`src/rtl/hb_seq_pkg.sv`:
```
package hb_seq_pkg;

    typedef enum logic [1:0] {
        ST_IDLE = 2'd0,
        ST_FWD  = 2'd1,
        ST_DEAD = 2'd2,
        ST_REV  = 2'd3
    } hb_state_e;

    typedef struct packed {
        logic hi_a;
        logic lo_a;
        logic hi_b;
        logic lo_b;
    } hb_gates_t;

endpackage

```
`src/rtl/hb_sync.sv`:
```
module hb_sync #(
    parameter int WIDTH  = 2,
    parameter int STAGES = 2
) (
    input  logic             clk_i,
    input  logic             rst_ni,
    input  logic [WIDTH-1:0] d_i,
    output logic [WIDTH-1:0] q_o
);

    for (genvar g = 0; g < STAGES; g++) begin : g_stage
        logic [WIDTH-1:0] q;
        if (g == 0) begin : g_first
            always_ff @(posedge clk_i or negedge rst_ni) begin
                if (!rst_ni) q <= '0;
                else         q <= d_i;
            end
        end else begin : g_next
            always_ff @(posedge clk_i or negedge rst_ni) begin
                if (!rst_ni) q <= '0;
                else         q <= g_stage[g-1].q;
            end
        end
    end

    assign q_o = g_stage[STAGES-1].q;

endmodule

```
`src/rtl/hb_fsm.sv`:
```
module hb_fsm
    import hb_seq_pkg::*;
#(
    parameter int DEAD_CYCLES = 4,
    parameter int SYNC_STAGES = 2
) (
    input  logic      clk_i,
    input  logic      rst_ni,
    input  logic      fwd_s_i,
    output hb_state_e state_d_o
);

    localparam int MAX_CNT = (DEAD_CYCLES > SYNC_STAGES) ? DEAD_CYCLES : SYNC_STAGES;
    localparam int CW      = $clog2(MAX_CNT + 1);

    typedef struct packed {
        hb_state_e     state;
        logic [CW-1:0] cnt;
    } fsm_regs_t;

    fsm_regs_t r_d, r_q;

    // Next-state: idle waits for the synchronizer to fill, dead waits out
    // the lockout interval, both then pick the direction seen at that time.
    always_comb begin
        r_d = r_q;
        unique case (r_q.state)
            ST_IDLE, ST_DEAD: begin
                if (r_q.cnt == '0) begin
                    r_d.state = fwd_s_i ? ST_FWD : ST_REV;
                end else begin
                    r_d.cnt = r_q.cnt - 1'b1;
                end
            end
            ST_FWD: begin
                if (!fwd_s_i) begin
                    r_d.state = ST_DEAD;
                    r_d.cnt   = CW'(DEAD_CYCLES - 1);
                end
            end
            ST_REV: begin
                if (fwd_s_i) begin
                    r_d.state = ST_DEAD;
                    r_d.cnt   = CW'(DEAD_CYCLES - 1);
                end
            end
            default: r_d = r_q;
        endcase
    end

    always_ff @(posedge clk_i or negedge rst_ni) begin
        if (!rst_ni) begin
            r_q.state <= ST_IDLE;
            r_q.cnt   <= CW'(SYNC_STAGES);
        end else begin
            r_q <= r_d;
        end
    end

    assign state_d_o = r_d.state;

endmodule

```
`src/rtl/hb_gate_map.sv`:
```
module hb_gate_map
    import hb_seq_pkg::*;
(
    input  hb_state_e state_i,
    input  logic      pwm_i,
    output hb_gates_t gates_o
);

    always_comb begin
        gates_o = '0;
        if (pwm_i) begin
            unique case (state_i)
                ST_FWD: begin
                    gates_o.hi_a = 1'b1;
                    gates_o.lo_b = 1'b1;
                end
                ST_REV: begin
                    gates_o.hi_b = 1'b1;
                    gates_o.lo_a = 1'b1;
                end
                default: gates_o = '0;
            endcase
        end
    end

endmodule

```
`src/rtl/hb_seq.sv`:
```
module hb_seq
    import hb_seq_pkg::*;
#(
    parameter int DEAD_CYCLES = 4,
    parameter int SYNC_STAGES = 2
) (
    input  logic clk_i,
    input  logic rst_ni,
    input  logic pwm_i,
    input  logic fwd_i,
    output logic hi_a_o,
    output logic lo_a_o,
    output logic hi_b_o,
    output logic lo_b_o
);

    logic      pwm_s;
    logic      fwd_s;
    hb_state_e state_d;
    hb_gates_t gates_d, gates_q;

    hb_sync #(
        .WIDTH  (2),
        .STAGES (SYNC_STAGES)
    ) u_sync (
        .clk_i  (clk_i),
        .rst_ni (rst_ni),
        .d_i    ({pwm_i, fwd_i}),
        .q_o    ({pwm_s, fwd_s})
    );

    hb_fsm #(
        .DEAD_CYCLES (DEAD_CYCLES),
        .SYNC_STAGES (SYNC_STAGES)
    ) u_fsm (
        .clk_i     (clk_i),
        .rst_ni    (rst_ni),
        .fwd_s_i   (fwd_s),
        .state_d_o (state_d)
    );

    hb_gate_map u_map (
        .state_i (state_d),
        .pwm_i   (pwm_s),
        .gates_o (gates_d)
    );

    // Gate enables leave from flops so they never glitch.
    always_ff @(posedge clk_i or negedge rst_ni) begin
        if (!rst_ni) gates_q <= '0;
        else         gates_q <= gates_d;
    end

    assign hi_a_o = gates_q.hi_a;
    assign lo_a_o = gates_q.lo_a;
    assign hi_b_o = gates_q.hi_b;
    assign lo_b_o = gates_q.lo_b;

endmodule

```
`config.mk`:
```
export PLATFORM = sky130hd
export DESIGN_NAME = hb_seq
export DESIGN_NICKNAME = d
export VERILOG_FILES = /design/src/rtl/hb_seq_pkg.sv /design/src/rtl/hb_sync.sv /design/src/rtl/hb_fsm.sv /design/src/rtl/hb_gate_map.sv /design/src/rtl/hb_seq.sv
export SDC_FILE = /design/constraint.sdc
export NUM_CORES = 1
export LEC_CHECK = 0
export BUFFER_PORTS_ARGS = -buffer_cell sky130_fd_sc_hd__buf_2
export CORE_AREA = 2 2 48 50
export CTS_BUF_LIST = sky130_fd_sc_hd__clkbuf_8
export DETAILED_ROUTE_END_ITERATION = 16
export DIE_AREA = 0 0 50 52
export PLACE_DENSITY_LB_ADDON = 0.05
export RECOVER_POWER = 25
export SLEW_MARGIN = 10
export SYNTH_ARGS = -nofsm -noshare
export SYNTH_HDL_FRONTEND = slang
export SYNTH_SLANG_ARGS = --single-unit
```
`constraint.sdc`:
```
create_clock -name clk_i -period 2.1 [get_ports clk_i]
set_clock_uncertainty 0.1 [all_clocks]
set_input_delay 0.21 -clock clk_i [delete_from_list [all_inputs] [get_ports clk_i]]
set_output_delay 0.21 -clock clk_i [all_outputs]
set_load 0.1 [all_outputs]
```
==> impl_results.md, run 1 <==
* Total clock sinks at 11
* Die Wd at approximately 50 um
* Post-synthesis async set-or-reset flop share at 100.0%
* Pwr Density at around 1400 mW/mm^2
* Worst-margin pin slew at 0.6008 ns
* Max Root-Sink Buffers at 2
* CTS Root Cell: clkbuf_8
* Top-count cell post-synth: dfrtp_1
* Final Hold Fails at 0
* Critical Path Start Type: register
* Hold WC Path Type: reg2reg
* Flops & latches, synth at 11
* R2R cell count at 5
* Hold Path End: u_sync.q_o[1]
* Slowest CP cell: dfstp_2
* Clk Latency, worst-skew pair at 0.23 ns
* Worst vdd ir at roughly 500 uV
* Htree depth at 1
* Dpl cells at 76
* Unrepaired setup endpoints after global routing: false
* Row cnt at 17
* Main synth FF type: dfrtp_1
* Fillers at around 220
* Min cycle time layout at around 1.7 ns
* Max-slew headroom at 59.95%
* Final std cells w/o fill at 83
* GRT Util Overall at under 10%
* Antenna violations before repair at 0
* Outcome: completed
* WP data required at about 2.2 ns
* Post-Synthesis Cells at 43
* Initial core utilization at 23.23%
* Seq/Total Area, Yosys at between 50 and 60%
* Max-cap violation count at 0
* Resize count post-CTS at 0
* Achievable Freq at between 600 and 700 MHz
* Total Neg Setup Slack at 0 ns
* DRT antenna net count at 0
* WP data arrival at between 1.5 and 2 ns
* Worst hold path startpoint: u_sync.g_stage[0].q[1]
* Die ar. at approximately 0.0026 sq mm
* Routed length per instance at between 9 and 10 um
* Total Nets Final at between 60 and 70
* Worst R2R Start: u_fsm.r_q[1]
* Largest net degree at the start of global routing at 12
* Crit path launch: u_fsm.r_q[1]
* Share of post-route cells with drive strength above 1 at between 20% and 30%
* Vias in the first global route at 338
* Core area at approximately 0.0021 sq mm
* Met1 Routed Length at ~360 um
* Vias per cell at ~4.1
* Final Max Tran Viols at 0
* TritonCTS Buffers at 3
* Most instantiated cells after synthesis: dfrtp_1 (10), nand2b_1 (7), inv_1 (5)
* Synthesized Nets at 49
* Top Metal Used: met3
* Post-Syn Area at between 400 and 500 sq um
* Crit Path Class: reg2reg
* Final setup viols at 0
* Syn avg cell area at around 11 sq um
* Final HPWL DP at 621.9 um
* Global-route wire length before repair at 1435 um
* Routed vias at about 340
* I/O Buffers at 7
* Initial detailed-routing violation count at 5
* Worst path cell trace: inv_1 -> ha_1 -> ha_1 -> and2_1 -> o32a_1
* Worst Setup End Kind: register
* Reg2Reg Setup Slack at roughly 0.44 ns
* Area leader, netlist: dfrtp_1
* CP most frequent cell: ha_1
* Number of diodes at 0
* Reg2reg end: u_fsm.r_q[1]
* Synth top area cells: dfrtp_1 (51%), nand2b_1 (9.0%), dfstp_2 (5.4%)
* Fin crit share at between 70% and 80%
* Die span in y at approximately 52 um
* Synth unique cells at 18
* Number of flops mapped to enable cells by yosys at 0
* Clk pin slew, worst setup/hold paths at approximately 0.050 ns
* Met2 routed WL at ~410 um
* Slowest Stage Delay on Critical Path at between 0.5 and 0.6 ns
* Layout area overhead at 26.34%
* Routed WL at approximately 800 um
* CP Max Fanout at 8
* Remaining global-route overflow at 0
* Top cell type's share of synthesized area at approximately half
* Hold Path Depth at 0
* Post-route DRC at 0
* DR pass1 iterations at 4
* Lkg Pwr at between 0.2 and 0.3 nW
* Routability cong. at 0.7324
* YS warnings at 0
* Metal3 WL at about 42 um
* TritonCTS clock tree: built
* I/O pins at 8
final cells by class:
class,instances,area [sq um],share of cell area (%)
Clock buffer,3,41.29,6.680
Tap cell,28,35.03,5.668
Inverter,5,18.77,3.036
Clock inverter,1,3.754,0.6073
Timing Repair Buffer,10,63.81,10.32
Sequential cell,11,276.5,44.74
Multi-Input combinational cell,25,178.9,28.95
metal layers:
| layer | up-vias | GRT usage [%] |
|---|---|---|
| li1 | 162 | - |
| met1 | 167 | 8.182 |
| met2 | 10 | 12.50 |
| met3 | 0 | 4.310 |
| met4 | 0 | 2.778 |
| met5 | - | 0 |
cells in the final DEF (no fill, tap or decap):
master	count
dfrtp_1	10
a32oi_1	1
a2bb2oi_1	1
inv_1	6
nor2_1	1
nand2b_1	7
and2_1	1
o32ai_1	1
a21oi_1	2
o21ai_1	1
clkbuf_8	3
buf_2	6
nand2_1	3
o32a_1	1
xnor2_2	1
ha_1	2
dlygate4sd3_1	3
nor2b_1	2
xor2_1	1
dfstp_2	1
clkbuf_1	1
logic make-up after synthesis:
group | share of synthesized area (%)
xor+xnor | 5.116
simple gates | 15.86
buf+inv | 6.905
fa+ha+maj | 5.114
flops | 56.52
compound gates | 10.49
power breakdown:
part	internal (mW)	total, mW	switching [mW]
sequential	0.276	0.332	0.0559
clock	0.128	0.200	0.0719
combinational	0.142	0.338	0.196
total	0.547	0.870	0.324
stage by stage:
step | area, sq um | util [%] | setup slack [ns] | total power, mW | hold WS [ns]
finish | 618.1 | 29.35 | 0.4373 | 0.8702 | 0.2489
global route | 618.1 | 29.35 | 0.3546 | 0.9367 | 0.2555
CTS | 619.3 | 29.41 | 0.4240 | 0.8891 | 0.2531
detailed placement | 544.3 | 25.85 | 0.4332 | 0.6768 | -0.002289
global placement | 544.3 | 25.85 | 0.4893 | 0.6515 | -0.01267
floorplan | 489.2 | - | 0.4660 | 0.6085 | -0.1856
repair_timing:
action	in CTS	in global routing
hold buffers	3	0
buffers inserted	0	0
hold endpoints to repair	13	0
worst max-delay path by stage:
stage	to	slack (ns)	cells past startpoint
detailed placement	u_fsm.r_q[1]	0.43	5
CTS	u_fsm.r_q[1]	0.42	5
global placement	u_fsm.r_q[1]	0.49	5
floorplan	lo_a_o	0.47	1
global route	u_fsm.r_q[2]	0.35	5
finish	u_fsm.r_q[1]	0.44	5
critical path, delay by kind of cell, from the launching register on:
family          cells  cell delay (ns)
flops               1             0.53
fa+ha+maj           2             0.45
buf+inv             1             0.04
compound gates      1             0.28
simple gates        1             0.18
flip-flops by register name, indices dropped and copies added (netlist names):
name and count:
u_sync.q_o 2, u_sync.g_stage.q 2, u_fsm.r_q 5, hi_a_o 1, hi_b_o 1
No activity file was read; power rests on OpenSTA's default activity.
==> run 2: changes to the inputs <==
--- a/config.mk
+++ b/config.mk
@@ -5,6 +5,7 @@
 export SDC_FILE = /design/constraint.sdc
 export NUM_CORES = 1
 export LEC_CHECK = 0
+export ABC_AREA = 1
 export BUFFER_PORTS_ARGS = -buffer_cell sky130_fd_sc_hd__buf_2
 export CORE_AREA = 2 2 48 50
 export CTS_BUF_LIST = sky130_fd_sc_hd__clkbuf_8
==> constraint.sdc (replaced) <==
create_clock -name clk_i -period 1.4 [get_ports clk_i]
set_clock_uncertainty 0.1 [all_clocks]
set_input_delay 0.14 -clock clk_i [delete_from_list [all_inputs] [get_ports clk_i]]
set_output_delay 0.14 -clock clk_i [all_outputs]
set_load 0.1 [all_outputs]
==> run 2 against run 1 <==
Against the previous run: the run now ends with setup timing left; critical path depth grew 2; flip-flop and latch count did not move; area after synthesis fell by 0.77%; cell count increased by 6.0%; register-to-register slack got worse by 0.50 ns; critical path type unchanged; worst hold slack improved by 0.0073 ns.
==> impl_results.md, run 2 <==
* Max-cap violation count at 0 (unchanged)
* Synth unique cells at 15 (-3)
* I/O Buffers at 7 (unchanged)
* Core Util, Final at 31.02% (+1.7 points)
* TritonCTS Buffers at 3 (unchanged)
* Worst-margin pin slew at 0.5698 ns (-0.03103 ns)
* Hold WC Path Type: reg2reg
* Post-Syn Area at 485.5 sq um (-0.77%)
* Syn avg cell area at 10.11 sq um (-11%)
* Row cnt at 17 (unchanged)
* Final Worst Setup Slack at -0.06040 ns (-0.4977 ns)
* Top cell type's share of synthesized area at 51.55% (+0.40 points)
* Remaining global-route overflow at 0 (unchanged)
* Unrepaired setup endpoints after global routing: true
* Outcome: complete, but fails checks
* Final Max Tran Viols at 0 (unchanged)
* Max reg flops at 5 (unchanged)
* Total clock sinks at 11 (unchanged)
* Final HPWL DP at 645.9 um (+3.9%)
* Worst Setup End Kind: register
* DRT antenna net count at 0 (unchanged)
* Die span in y at 52 um (unchanged)
* Min cycle time layout at 1.460 ns (-0.2023 ns)
* Most frequent cells in the layout: nand2_1 (9), dfrtp_1 (8), inv_1 (6), buf_2 (6), inv_2 (4)
* Critical Path Start Type: register
* Crit Path Class: reg2reg
* Vias in the first global route at 341 (+0.89%)
* Routed WL at 825 um (+1.9%)
* CTS Root Cell: clkbuf_8
* Seq/Total Area, Yosys at 56.96% (+0.44 points)
* Most instantiated cells after synthesis: nand2_1 (11), dfrtp_1 (10), inv_1 (8)
* Die Wd at 50 um (unchanged)
* GRT Util Overall at 7.412% (-0.22 points)
* Top reg by flops: u_fsm.r_q
* Area leader, netlist: dfrtp_1
* Share of post-route cells with drive strength above 1 at 45.00% (+25 points)
* Total Nets Final at 67 (+8.1%)
* Routability cong. at 0.7123 (-2.7%)
* CP Max Fanout at 6 (-2)
* Max-slew headroom at 62.02% (+2.1 points)
* Routed length per instance at 9.375 um (-3.9%)
* Post-Synthesis Cells at 48 (+12%)
* Number of diodes at 0 (unchanged)
* Post-route DRC at 0 (unchanged)
* Largest net degree at the start of global routing at 12 (unchanged)
* YS warnings at 0 (unchanged)
* Commonest non-fill, non-tap cell in the layout: nand2_1
* Global-route wire length before repair at 1393 um (-2.9%)
* Initial core utilization at 23.05% (-0.18 points)
* WP data arrival at 1.53 ns (-0.19 ns)
* Clk Latency, worst-skew pair at 0.23 ns (about the same)
* Final Hold Fails at 0 (unchanged)
* Antenna violations before repair at 0 (unchanged)
* Number of flops mapped to enable cells by yosys at 0 (unchanged)
* Core area at 0.002106 sq mm (unchanged)
* Main synth FF type: dfrtp_1
* Top-count cell post-synth: nand2_1
* Layout area overhead at 34.54%
* Synth top area cells: dfrtp_1 (52%), nand2_1 (8.5%), nand3_2 (6.2%)
* Clk pin slew, worst setup/hold paths at 0.05 ns (about the same)
* Failing checks: setup timing
* Vias per cell at 3.795 (-7.1%)
* I/O pins at 8 (unchanged)
* Synthesized Nets at 54 (+10%)
* DR pass1 iterations at 2 (-2)
* Postcts setup bufs at 0 (unchanged)
* Die ar. at 0.002600 sq mm (unchanged)
* Max Root-Sink Buffers at 2 (unchanged)
* Achievable Freq at 684.7 MHz (+14%)
* Flops & latches, synth at 11 (unchanged)
* WP data required at 1.47 ns (-0.68 ns)
* Final setup viols at 1 (+1)
* Initial detailed-routing violation count at 2 (-3)
* Routed vias at 334 (-1.5%)
* Htree depth at 1 (unchanged)
* Post-synthesis async set-or-reset flop share at 100.0% (unchanged)
* Total Neg Setup Slack at -0.06040 ns (-0.06040 ns)
* Dpl ws at -0.09576 ns (-0.5290 ns)
* TritonCTS clock tree: built
* Fin crit share at 104.3% (+25 points)
## run 2: logic make-up (layout without fill, tap and decap cells)
family	count (synthesis)	after routing	share of synthesized area [%]
adders and majority gates	2	2	5.154
and+or+nand+nor	22	22	26.03
AOI/OAI and AO/OA	1	1	1.030
DFF	11	11	56.96
buffers and inverters	12	24	10.82
## run 2: critical path, stage by stage (launching register included)
cell and delay [ns]:
dfstp_2 0.53, inv_2 0.04, ha_4 0.15, ha_4 0.17
inv_4 0.05, nand2_4 0.07, or2_1 0.22, nand2_1 0.07
## run 2: metal layers
metal / GRT usage, % / up-vias / wire length [um]
met4: 4.167 / 0 / 4
met5: 0 / - / 0
met1: 7.899 / 155 / 369
met3: 3.448 / 2 / 36
li1: - / 170 / -
met2: 12.06 / 7 / 414
## run 2: layout make-up
cell class | count | area [sq um]
clock inverter | 1 | 3.754
fill | 225 | 1453
tap | 28 | 35.03
sequential | 11 | 279.0
inverter | 10 | 40.04
timing repair buffer | 10 | 63.81
multi-input combinational | 25 | 190.2
clock buffer | 3 | 41.29
## run 2: repair_timing
action | in CTS | in global routing
cloned | 0 | 0
hold endpoints to repair | 13 | 0
pin swaps | 4 | 3
hold buffers | 3 | 0
resized for setup | 3 | 5
setup endpoints to repair | 6 | 6
## run 2: path summary, 6_finish.rpt
kind | cells past startpoint | to | slack, ns | from
max reg2reg | 7 | u_fsm.r_q[2] | -0.06 | u_fsm.r_q[1]
min | 0 | u_sync.q_o[0] | 0.26 | u_sync.g_stage[0].q[0]
max in group asynchronous | 2 | hi_a_o | 0.47 | rst_ni
min reg2reg | 0 | u_sync.q_o[0] | 0.26 | u_sync.g_stage[0].q[0]
max | 7 | u_fsm.r_q[2] | -0.06 | u_fsm.r_q[1]
min in group asynchronous | 2 | u_fsm.r_q[3] | 0.32 | rst_ni
## run 2: through the flow
| stage | std cells | hold slack [ns] | cell area [sq um] |
|---|---|---|---|
| after floorplan | 48 | -0.2556 | 503.0 |
| after global placement | 81 | -0.08330 | 558.0 |
| after detailed placement | 81 | -0.07917 | 558.0 |
| after CTS | 88 | 0.2169 | 643.1 |
| after global routing | 88 | 0.2668 | 653.1 |
| final | 88 | 0.2563 | 653.1 |
Power of run 2 is not shown: default switching activity piles up to over one toggle a cycle in this logic, so the estimate is an artifact.
==> run 3: changes to the inputs <==
--- a/config.mk
+++ b/config.mk
@@ -5,7 +5,7 @@
 export SDC_FILE = /design/constraint.sdc
 export NUM_CORES = 1
 export LEC_CHECK = 0
-export ABC_AREA = 1
+export ABC_AREA = 0
 export BUFFER_PORTS_ARGS = -buffer_cell sky130_fd_sc_hd__buf_2
 export CORE_AREA = 2 2 48 50
 export CTS_BUF_LIST = sky130_fd_sc_hd__clkbuf_8
==> run 3 against run 2 <==
Against the previous run: critical path depth is 2 lower; critical endpoint unchanged; die area stayed put; critical path type unchanged; maximum frequency is 2.3% lower; first-iteration DRC count is 50% lower; the run still ends with setup timing left; wire length is 0.85% lower.
==> impl_results.md, run 3 (synthesis results as in run 1) <==
* Routed WL at 818 um (-0.85%)
* Crit Path Class: reg2reg
* DRT antenna net count at 0 (unchanged)
* Routability cong. at 0.7085 (-0.53%)
* Pwr Total at around 1.5 mW
* Critical Path Start Type: register
* Reg2Reg Setup Slack at -0.09 ns (-0.03 ns)
* Sw Ratio at around 37%
* Unrepaired setup endpoints after global routing: true
* Routed length per instance at 9.738 um (+3.9%)
* Max-cap violation count at 0 (unchanged)
* Outcome: complete, but fails checks
* Die ar. at 0.002600 sq mm (unchanged)
* Crit path buf inv count at 1 (-1)
* Worst R2R Start: u_fsm.r_q[1]
* Clk Latency, worst-skew pair at 0.24 ns (about the same)
* WP data arrival at 1.54 ns (about the same)
* Hold Path End: u_sync.q_o[1]
* Share of post-route cells with drive strength above 1 at 37.50% (-7.5 points)
* CP Max Fanout at 2 (-4)
* Largest net degree at the start of global routing at 12 (unchanged)
* Final Max Tran Viols at 0 (unchanged)
* Final std cells w/o fill at 84 (-4.5%)
* WP data required at 1.44 ns (-0.03 ns)
* Vias in the first global route at 347 (+1.8%)
* Initial core utilization at 23.23% (+0.18 points)
* Pwr Density at 2185 mW/mm^2
* Layout area overhead at 37.34%
* Max-slew headroom at 60.48% (-1.5 points)
* Logic pwr share at between 40% and 50%
* Final Worst Setup Slack at -0.09419 ns (-0.03378 ns)
* TritonCTS Buffers at 3 (unchanged)
* Slowest CP cell: dfstp_2
* DR pass1 iterations at 4 (+2)
* Failing checks: setup timing
* Fin crit share at 106.7% (+2.4 points)
* CP most frequent cell: ha_4
* I/O Buffers at 7 (unchanged)
* Worst-margin pin slew at 0.5928 ns (+0.02308 ns)
* Vias per cell at 4.107 (+8.2%)
* TritonCTS clock tree: built
* Sw Pwr at 547.2 uW
* Worst hold path startpoint: u_sync.g_stage[0].q[1]
* Clk pwr share at between 20% and 30%
* Achievable Freq at 669.3 MHz (-2.3%)
* R2R cell count at 5 (-2)
* Antenna violations before repair at 0 (unchanged)
* Row cnt at 17 (unchanged)
* Post-route DRC at 0 (unchanged)
* Worst vdd ir at 720.6 uV
* Routed vias at 345 (+3.3%)
* Total clock sinks at 11 (unchanged)
* Total Nets Final at 63 (-6.0%)
* Lkg Pwr at between 0.2 and 0.3 nW
* Die Wd at 50 um (unchanged)
* Fillers at 220 (-2.2%)
* Worst path cell trace: inv_2 -> ha_4 -> ha_4 -> nor2b_2 -> o32ai_2
* Final setup viols at 3 (+2)
* Top reg by flops: u_fsm.r_q
* Worst Setup End Kind: register
* Final Hold Fails at 0 (unchanged)
* Final HPWL DP at 572.8 um (-11%)
* Core area at 0.002106 sq mm (unchanged)
* Clk pin slew, worst setup/hold paths at 0.05 ns (about the same)
* Internal power at just over 900 uW
* Number of diodes at 0 (unchanged)
* Dpl cells at 76 (-6.2%)
* I/O pins at 8 (unchanged)
* Hold WC Path Type: reg2reg
* Slowest Stage Delay on Critical Path at 0.54 ns (about the same)
* Initial detailed-routing violation count at 1 (-1)
* Sequential Power Share at between 30% and 40%
* Min cycle time layout at 1.494 ns (+0.03378 ns)
* Global-route wire length before repair at 1421 um (+2.0%)
* Htree depth at 1 (unchanged)
* Max reg flops at 5 (unchanged)
* CTS Root Cell: clkbuf_8
* Commonest non-fill, non-tap cell in the layout: dfrtp_1
* Worst path top cell family by delay: flip-flops
* Die span in y at 52 um (unchanged)
* Most frequent cells in the layout: dfrtp_1 (8), nand2b_1 (7), buf_2 (6), inv_1 (5)
* Hold Path Depth at 0 (unchanged)
* GRT Util Overall at 7.849% (+0.44 points)
* Reg2reg end: u_fsm.r_q[2]
* Max Root-Sink Buffers at 2 (unchanged)
* Remaining global-route overflow at 0 (unchanged)
[run 3: cell type report]
| class | count | area, sq um | area share (%) |
|---|---|---|---|
| sequential | 11 | 279.0 | 41.53 |
| multi-input combinational | 25 | 222.7 | 33.15 |
| timing repair buffer | 11 | 71.32 | 10.61 |
| clock buffer | 3 | 41.29 | 6.145 |
| tap | 28 | 35.03 | 5.214 |
| inverter | 5 | 18.77 | 2.793 |
| clock inverter | 1 | 3.754 | 0.5587 |
[run 3: worst max-delay path by stage]
stage,end,from,cells after the start,slack [ns]
floorplan,u_fsm.r_q[2],u_fsm.r_q[1],5,-0.06
global placement,u_fsm.r_q[2],u_fsm.r_q[1],5,-0.1
detailed placement,u_fsm.r_q[2],u_fsm.r_q[1],5,-0.12
CTS,u_fsm.r_q[1],u_fsm.r_q[1],5,-0.09
global route,u_fsm.r_q[2],u_fsm.r_q[1],5,-0.14
finish,u_fsm.r_q[2],u_fsm.r_q[1],5,-0.09
[run 3: routing by layer]
metal,global-route usage [%],vias up,wire [um]
li1,-,165,-
met1,8.633,166,369
met2,12.72,10,382
met3,2.586,4,40
met4,5.556,0,25
met5,0,-,0
[run 3: metrics by stage]
step,instance area (sq um),utilization [%],hold WS [ns],worst slack [ns],setup TNS [ns]
after floorplan,516.7,-,-0.2556,-0.05872,-0.1099
after global placement,571.8,27.15,-0.07896,-0.09538,-0.1749
after detailed placement,571.8,27.15,-0.07277,-0.1163,-0.2222
after CTS,656.9,31.19,0.2062,-0.09375,-0.1837
after global routing,671.9,31.91,0.2702,-0.1366,-0.3643
final,671.9,31.91,0.2541,-0.09419,-0.2011
[run 3: power groups by stage]
stage	clock (mW)	sequential [mW]	combinational (mW)
CTS	0.320	0.498	0.600
detailed placement	0	0.504	0.568
finish	0.311	0.499	0.658
global placement	0	0.505	0.564
global route	0.342	0.513	0.737
floorplan	0	0.544	0.437
[run 3: what timing repair did]
item                                    in CTS  in global routing
buffers inserted                             1                  0
endpoints found under the setup margin       4                  4
pin swaps                                    4                  2
resized for setup                            1                  3
endpoints found under the hold margin       13                  0
gates cloned                                 0                  0
hold buffers                                 3                  0
